[src/rtl/flash_wipe_pkg.sv]
package flash_wipe_pkg;
  localparam int ADDR_W = 2;
  localparam int DATA_W = 32;
  localparam int KEY_W  = 4;
  localparam int CMD_W  = 8;

  localparam logic [ADDR_W-1:0] A_CTRL = 2'd0;
  localparam logic [ADDR_W-1:0] A_DIV  = 2'd1;
  localparam logic [ADDR_W-1:0] A_FLAG = 2'd2;

  localparam int KEY_LSB   = 0;
  localparam int CMD_LSB   = 8;
  localparam int START_BIT = 16;
  localparam int BUSY_BIT  = 17;
  localparam int DONE_BIT  = 0;
  localparam int FAIL_BIT  = 1;
  localparam int DEN_BIT   = 8;
  localparam int FEN_BIT   = 9;

  typedef enum logic {SEQ_IDLE, SEQ_ERASE} seq_state_e;
endpackage

[src/rtl/flash_wipe_div.sv]
module flash_wipe_div #(
  parameter int DIV_W = 8
) (
  input  logic             clk,
  input  logic             rst_n,
  input  logic             run,
  input  logic [DIV_W-1:0] div,
  output logic             tick
);
  logic [DIV_W-1:0] cnt_q, cnt_d;
  logic             wrap;

  assign wrap = (cnt_q == div);
  assign tick = run && wrap;

  always_comb begin
    cnt_d = cnt_q;
    if (!run)      cnt_d = '0;
    else if (wrap) cnt_d = '0;
    else           cnt_d = cnt_q + 1'b1;
  end

  always_ff @(posedge clk or negedge rst_n) begin
    if (!rst_n) cnt_q <= '0;
    else        cnt_q <= cnt_d;
  end
endmodule

[src/rtl/flash_wipe_seq.sv]
module flash_wipe_seq
  import flash_wipe_pkg::*;
#(
  parameter logic [KEY_W-1:0] UNLOCK_KEY = 4'h2,
  parameter logic [CMD_W-1:0] ERASE_CMD  = 8'hAA
) (
  input  logic             clk,
  input  logic             rst_n,
  input  logic             start_wr,
  input  logic [KEY_W-1:0] wr_key,
  input  logic [CMD_W-1:0] wr_cmd,
  input  logic             erase_done,
  input  logic             erase_err,
  output logic             busy,
  output logic             set_done,
  output logic             set_fail
);
  seq_state_e state_q, state_d;
  logic       cmd_ok, launch, reject, finish;

  assign cmd_ok = (wr_key == UNLOCK_KEY) && (wr_cmd == ERASE_CMD);
  assign launch = (state_q == SEQ_IDLE) && start_wr && cmd_ok;
  assign reject = (state_q == SEQ_IDLE) && start_wr && !cmd_ok;
  assign finish = (state_q == SEQ_ERASE) && erase_done;

  always_comb begin
    state_d = state_q;
    unique case (state_q)
      SEQ_IDLE:  if (launch) state_d = SEQ_ERASE;
      SEQ_ERASE: if (finish) state_d = SEQ_IDLE;
      default:   state_d = SEQ_IDLE;
    endcase
  end

  always_ff @(posedge clk or negedge rst_n) begin
    if (!rst_n) state_q <= SEQ_IDLE;
    else        state_q <= state_d;
  end

  assign busy     = (state_q == SEQ_ERASE);
  assign set_done = reject || finish;
  assign set_fail = reject || (finish && erase_err);
endmodule

[src/rtl/flash_wipe_flags.sv]
module flash_wipe_flags
  import flash_wipe_pkg::*;
(
  input  logic              clk,
  input  logic              rst_n,
  input  logic              wr,
  input  logic [DATA_W-1:0] wdata,
  input  logic              set_done,
  input  logic              set_fail,
  output logic              done_q,
  output logic              fail_q,
  output logic              den_q,
  output logic              fen_q,
  output logic              irq_q
);
  logic done_d, fail_d, den_d, fen_d, irq_d;
  logic clr_done, clr_fail;
  logic unused_wdata;

  assign unused_wdata = ^{wdata[DATA_W-1:FEN_BIT+1], wdata[DEN_BIT-1:FAIL_BIT+1]};

  assign clr_done = wr && wdata[DONE_BIT];
  assign clr_fail = wr && wdata[FAIL_BIT];

  always_comb begin
    done_d = set_done || (done_q && !clr_done);
    fail_d = set_fail || (fail_q && !clr_fail);
    den_d  = wr ? wdata[DEN_BIT] : den_q;
    fen_d  = wr ? wdata[FEN_BIT] : fen_q;
    irq_d  = (done_q && den_q) || (fail_q && fen_q);
  end

  always_ff @(posedge clk or negedge rst_n) begin
    if (!rst_n) begin
      done_q <= 1'b0;
      fail_q <= 1'b0;
      den_q  <= 1'b0;
      fen_q  <= 1'b0;
      irq_q  <= 1'b0;
    end else begin
      done_q <= done_d;
      fail_q <= fail_d;
      den_q  <= den_d;
      fen_q  <= fen_d;
      irq_q  <= irq_d;
    end
  end
endmodule

[src/rtl/flash_wipe_regs.sv]
module flash_wipe_regs
  import flash_wipe_pkg::*;
#(
  parameter int DIV_W = 8
) (
  input  logic              clk,
  input  logic              rst_n,
  input  logic              we,
  input  logic [ADDR_W-1:0] addr,
  input  logic [DATA_W-1:0] wdata,
  input  logic              busy,
  input  logic              done,
  input  logic              fail,
  input  logic              den,
  input  logic              fen,
  output logic [DIV_W-1:0]  div_q,
  output logic [DATA_W-1:0] rdata
);
  logic [KEY_W-1:0] key_q, key_d;
  logic [CMD_W-1:0] cmd_q, cmd_d;
  logic [DIV_W-1:0] div_d;
  logic             ctrl_wr, div_wr;
  logic             unused_wdata;

  assign unused_wdata = ^wdata[DATA_W-1:CMD_LSB+CMD_W];
  assign ctrl_wr = we && (addr == A_CTRL);
  assign div_wr  = we && (addr == A_DIV);

  always_comb begin
    key_d = ctrl_wr ? wdata[KEY_LSB +: KEY_W] : key_q;
    cmd_d = ctrl_wr ? wdata[CMD_LSB +: CMD_W] : cmd_q;
    div_d = div_wr  ? wdata[DIV_W-1:0]        : div_q;
  end

  always_ff @(posedge clk or negedge rst_n) begin
    if (!rst_n) begin
      key_q <= '0;
      cmd_q <= '0;
      div_q <= '0;
    end else begin
      key_q <= key_d;
      cmd_q <= cmd_d;
      div_q <= div_d;
    end
  end

  always_comb begin
    rdata = '0;
    unique case (addr)
      A_CTRL: begin
        rdata[KEY_LSB +: KEY_W] = key_q;
        rdata[CMD_LSB +: CMD_W] = cmd_q;
        rdata[START_BIT]        = busy;
        rdata[BUSY_BIT]         = busy;
      end
      A_DIV:  rdata[DIV_W-1:0] = div_q;
      A_FLAG: begin
        rdata[DONE_BIT] = done;
        rdata[FAIL_BIT] = fail;
        rdata[DEN_BIT]  = den;
        rdata[FEN_BIT]  = fen;
      end
      default: rdata = '0;
    endcase
  end
endmodule

[src/rtl/flash_wipe_ctl.sv]
module flash_wipe_ctl
  import flash_wipe_pkg::*;
#(
  parameter int                DIV_W      = 8,
  parameter logic [KEY_W-1:0]  UNLOCK_KEY = 4'h2,
  parameter logic [CMD_W-1:0]  ERASE_CMD  = 8'hAA
) (
  input  logic              clk,
  input  logic              rst_ni,
  input  logic              reg_we_i,
  input  logic [ADDR_W-1:0] reg_addr_i,
  input  logic [DATA_W-1:0] reg_wdata_i,
  output logic [DATA_W-1:0] reg_rdata_o,
  output logic              fl_erase_req_o,
  output logic              fl_tick_o,
  input  logic              fl_erase_done_i,
  input  logic              fl_error_i,
  output logic              irq_o
);
  logic [1:0]       rst_sync_q;
  logic             rst_n_sync;
  logic             busy, set_done, set_fail;
  logic             done_flag, fail_flag, done_en, fail_en;
  logic             start_wr, flag_wr;
  logic [DIV_W-1:0] div_val;

  always_ff @(posedge clk or negedge rst_ni) begin
    if (!rst_ni) rst_sync_q <= 2'b00;
    else         rst_sync_q <= {rst_sync_q[0], 1'b1};
  end
  assign rst_n_sync = rst_sync_q[1];

  assign start_wr = reg_we_i && (reg_addr_i == A_CTRL) && reg_wdata_i[START_BIT];
  assign flag_wr  = reg_we_i && (reg_addr_i == A_FLAG);

  flash_wipe_regs #(.DIV_W(DIV_W)) u_regs (
    .clk(clk), .rst_n(rst_n_sync), .we(reg_we_i), .addr(reg_addr_i),
    .wdata(reg_wdata_i), .busy(busy), .done(done_flag), .fail(fail_flag),
    .den(done_en), .fen(fail_en), .div_q(div_val), .rdata(reg_rdata_o)
  );

  flash_wipe_seq #(.UNLOCK_KEY(UNLOCK_KEY), .ERASE_CMD(ERASE_CMD)) u_seq (
    .clk(clk), .rst_n(rst_n_sync), .start_wr(start_wr),
    .wr_key(reg_wdata_i[KEY_LSB +: KEY_W]), .wr_cmd(reg_wdata_i[CMD_LSB +: CMD_W]),
    .erase_done(fl_erase_done_i), .erase_err(fl_error_i),
    .busy(busy), .set_done(set_done), .set_fail(set_fail)
  );

  flash_wipe_div #(.DIV_W(DIV_W)) u_div (
    .clk(clk), .rst_n(rst_n_sync), .run(busy), .div(div_val), .tick(fl_tick_o)
  );

  flash_wipe_flags u_flags (
    .clk(clk), .rst_n(rst_n_sync), .wr(flag_wr), .wdata(reg_wdata_i),
    .set_done(set_done), .set_fail(set_fail), .done_q(done_flag),
    .fail_q(fail_flag), .den_q(done_en), .fen_q(fail_en), .irq_q(irq_o)
  );

  assign fl_erase_req_o = busy;
endmodule

[config.mk]
export PLATFORM = sky130hd
export DESIGN_NAME = flash_wipe_ctl
export DESIGN_NICKNAME = d
export VERILOG_FILES = /design/src/rtl/flash_wipe_pkg.sv /design/src/rtl/flash_wipe_div.sv /design/src/rtl/flash_wipe_seq.sv /design/src/rtl/flash_wipe_flags.sv /design/src/rtl/flash_wipe_regs.sv /design/src/rtl/flash_wipe_ctl.sv
export SDC_FILE = /design/constraint.sdc
export NUM_CORES = 1
export LEC_CHECK = 0
export BUFFER_PORTS_ARGS = -buffer_cell sky130_fd_sc_hd__buf_2
export CORE_ASPECT_RATIO = 1.5
export CORE_UTILIZATION = 44
export DETAILED_ROUTE_END_ITERATION = 10
export GPL_TIMING_DRIVEN = 0
export PLACE_DENSITY = 0.75
export REMOVE_ABC_BUFFERS = 1
export SETUP_SLACK_MARGIN = 0.3
export SYNTH_ARGS = -nofsm -noshare
export SYNTH_HDL_FRONTEND = slang
export SYNTH_HIERARCHICAL = 1
export SYNTH_SLANG_ARGS = --single-unit
[constraint.sdc]
create_clock -name clk -period 1.47 [get_ports clk]
set_input_delay 0.147 -clock clk [delete_from_list [all_inputs] [get_ports clk]]
set_output_delay 0.147 -clock clk [all_outputs]
set_load 0.05 [all_outputs]
==> run summary <==
Status: finished, violations left
Failing checks: DRC, setup timing
Placed insts: 246
Synth area leaders: dfrtp_1 45%, mux2_4 9.0%, buf_4 5.6%, mux2_2 5.6%, xor2_1 3.5%
CTS Root Cell: clkbuf_8
Unrepaired setup endpoints after global routing: true
IO Port Bufs: 44
Lkg Pwr: 1.22 nW
Ant diodes: 0
Commonest non-fill, non-tap cell in the layout: dfrtp_1
CTS sink count: 36
Crit path kind: reg2out
Gr ovfl total: 0
CTS H-tree depth: 2
Critical path data arrival time: 1.59 ns
Area Overhead vs Synth: 31.1%
Post-Syn Area per Cell: 12.4 um^2
Post-synth ARST share: 100%
Area of the multi-input gates: 1080 um^2
PnR worst setup slack: -0.265 ns
Commonest non-fill, non-tap cells in the layout: 30 x dfrtp_1, 24 x buf_2, 19 x buf_4
Non-filler instance count after layout: 270
Number of synthesized flops with an enable pin: 0
Initial Util: 46.8%
First-pass GRT wire length: 6740 um
Post-synth top area share: 44.9%
Netlist cell types: 36
WL/cell: 15.6 um
Slew @ Worst Pin: 0.720 ns
Yosys reg bits: 36
# IOs: 74
Ratio of final minimum period to clock period: 118%
Worst relative slew slack: 52.0%
Iter 0 DRT Violations: 57
ANT nets after route: 0
DR vias: 1420
Fin. Hold Viols: 0
Die W: 57.1 um
Leading area contributor after synthesis: dfrtp_1
YS warnings: 6
Post-synth top flop: dfrtp_1
Fillers: 345
Tot Pwr: 2.82 mW
Antenna violations before repair: 0
Slew Viols, Final: 0
CTS Buffer Depth: 2
CP Capture Type: output pin
Remaining DRCs: 14
Number of CTS-inserted buffers: 5
Global-route usage over all layers: 18.6%
VDD IR max: 752 uV
Die Y-Extent: 84.7 um
CP required: 1.32 ns
Num rows: 29
Layout Skew: 0.00532 ns
Hold/Removal Path Class: in2reg
FF+latch area: 908 um^2
CTS clk-pin slew, worst paths: 0.07 ns
Sequential area share after synthesis: 44.9%
Cells after synthesis: 162
CP Max Fanout: 2
Pin count of the biggest net entering global routing: 35
Routability cong.: 0.779
Max-Cap Viols: 0
Vias in the first global route: 1473
Clk_lat worst skew: 0.29 ns
Total power per unit cell area: 1070 nW/um^2
Fmax: 0.576 GHz
Drt via density: 5.26
Post-DP HPWL: 2770 um
Synthesized area: 2000 um^2
Share of cells above drive strength 1: 53.1%
Post-layout net count: 263
Finish-stage setup viols: 1
Final min period: 1.74 ns
Routed WL: 4220 um
CTS tree: done
Die Area: 4840 um^2
Core Region: 4280 um^2
CP Launch Type: flop
Initial DRT Pass Iterations: 7
[power by group]
| group | switching [mW] | total (mW) | internal (mW) | leakage, nW |
|---|---|---|---|---|
| sequential | 0.110 | 1.24 | 1.13 | 0.436 |
| clock | 0.327 | 0.708 | 0.382 | 0.0455 |
| combinational | 0.481 | 0.870 | 0.389 | 0.739 |
| total | 0.917 | 2.82 | 1.90 | 1.22 |
[cell families after synthesis]
| kind of cell | count (synthesis) | share of synthesized area, % |
|---|---|---|
| xor gates and xnor gates | 11 | 5.56 |
| buffers and inverters | 22 | 8.86 |
| adders and majority gates | 1 | 0.624 |
| and+or+nand+nor | 43 | 15.2 |
| other | 2 | 0.375 |
| AOI/OAI and AO/OA | 19 | 6.80 |
| DFF | 36 | 44.9 |
| muxes | 28 | 17.6 |
[stage by stage]
step                      setup TNS [ns]  hold slack [ns]  setup WS (ns)  instance area, um^2  util, %
after floorplan                   -0.718           -0.149         -0.345                 1890        -
after global placement             -3.47          -0.0674         -0.475                 2160     50.6
after detailed placement           -3.74          -0.0662         -0.477                 2160     50.6
after CTS                         -0.265           0.0757         -0.265                 2520     58.9
after global routing              -0.316           0.0821         -0.316                 2630     61.4
final                             -0.265           0.0830         -0.265                 2630     61.4
[flip-flops by register name, summed over array words and instances, names as in the netlist]
signal          flops
u_flags/fen_q       1
rst_sync_q          2
u_regs/key_q        4
u_seq/busy          1
u_flags/den_q       1
u_flags/fail_q      1
u_flags/irq_q       1
u_flags/done_q      1
u_regs/cmd_q        8
u_regs/div_q        8
u_div/cnt_q         8
[synthesized netlist by cell type (all sizes together) (3+ instances only)]
cell type and n:
o21ai 5, nand3 5, or3 3, mux2i 6
xor2 10, mux2 22, and2 11, buf 19
a221oi 3, a211oi 5, and4bb 3, dfrtp 36
nand2 6, inv 3, nor2 5
[critical path: stages, from the launching register on]
cell	delay, ns
dfrtp_1	0.40
xor2_1	0.20
nor4_4	0.32
and3_1	0.22
buf_6	0.16
[final cells by class]
type                            count  share of cell area [%]
Timing Repair Buffer               60                    18.1
Tap cell                           46                    2.19
Sequential cell                    36                    34.6
Multi-Input combinational cell    117                    41.3
Clock buffer                        8                    3.43
Inverter                            3                   0.429
[per-layer routing]
metal  wire length, um  track usage [%]  vias up
met5                 0                0        -
met4                62             7.54        0
met3               229             4.47        7
met2              2370             32.8       51
met1              1550             21.0      704
li1                  -                -      658
[final timing paths]
kind                                       from  cells after the start               to  slack [ns]
worst min register to register    rst_sync_q[1]                      0  u_regs/key_q[3]        0.33
worst min-delay path            fl_erase_done_i                      2       u_seq/busy        0.08
worst max register to register   u_div/cnt_q[0]                      5   u_div/cnt_q[6]        0.09
max in group asynchronous         rst_sync_q[1]                      0   u_div/cnt_q[2]        0.63
min in group asynchronous                rst_ni                      2    rst_sync_q[1]        0.18
worst max-delay path            u_regs/div_q[1]                      4        fl_tick_o       -0.27
[what timing repair did]
action | in CTS | in global routing
hold buffers | 1 | 0
resized for setup | 48 | 28
endpoints found under the hold margin | 2 | 0
setup buffers | 12 | 3
pin swaps | 6 | 4
endpoints found under the setup margin | 74 | 27
gates cloned | 0 | 0
Power figures use the tool's default switching activity.
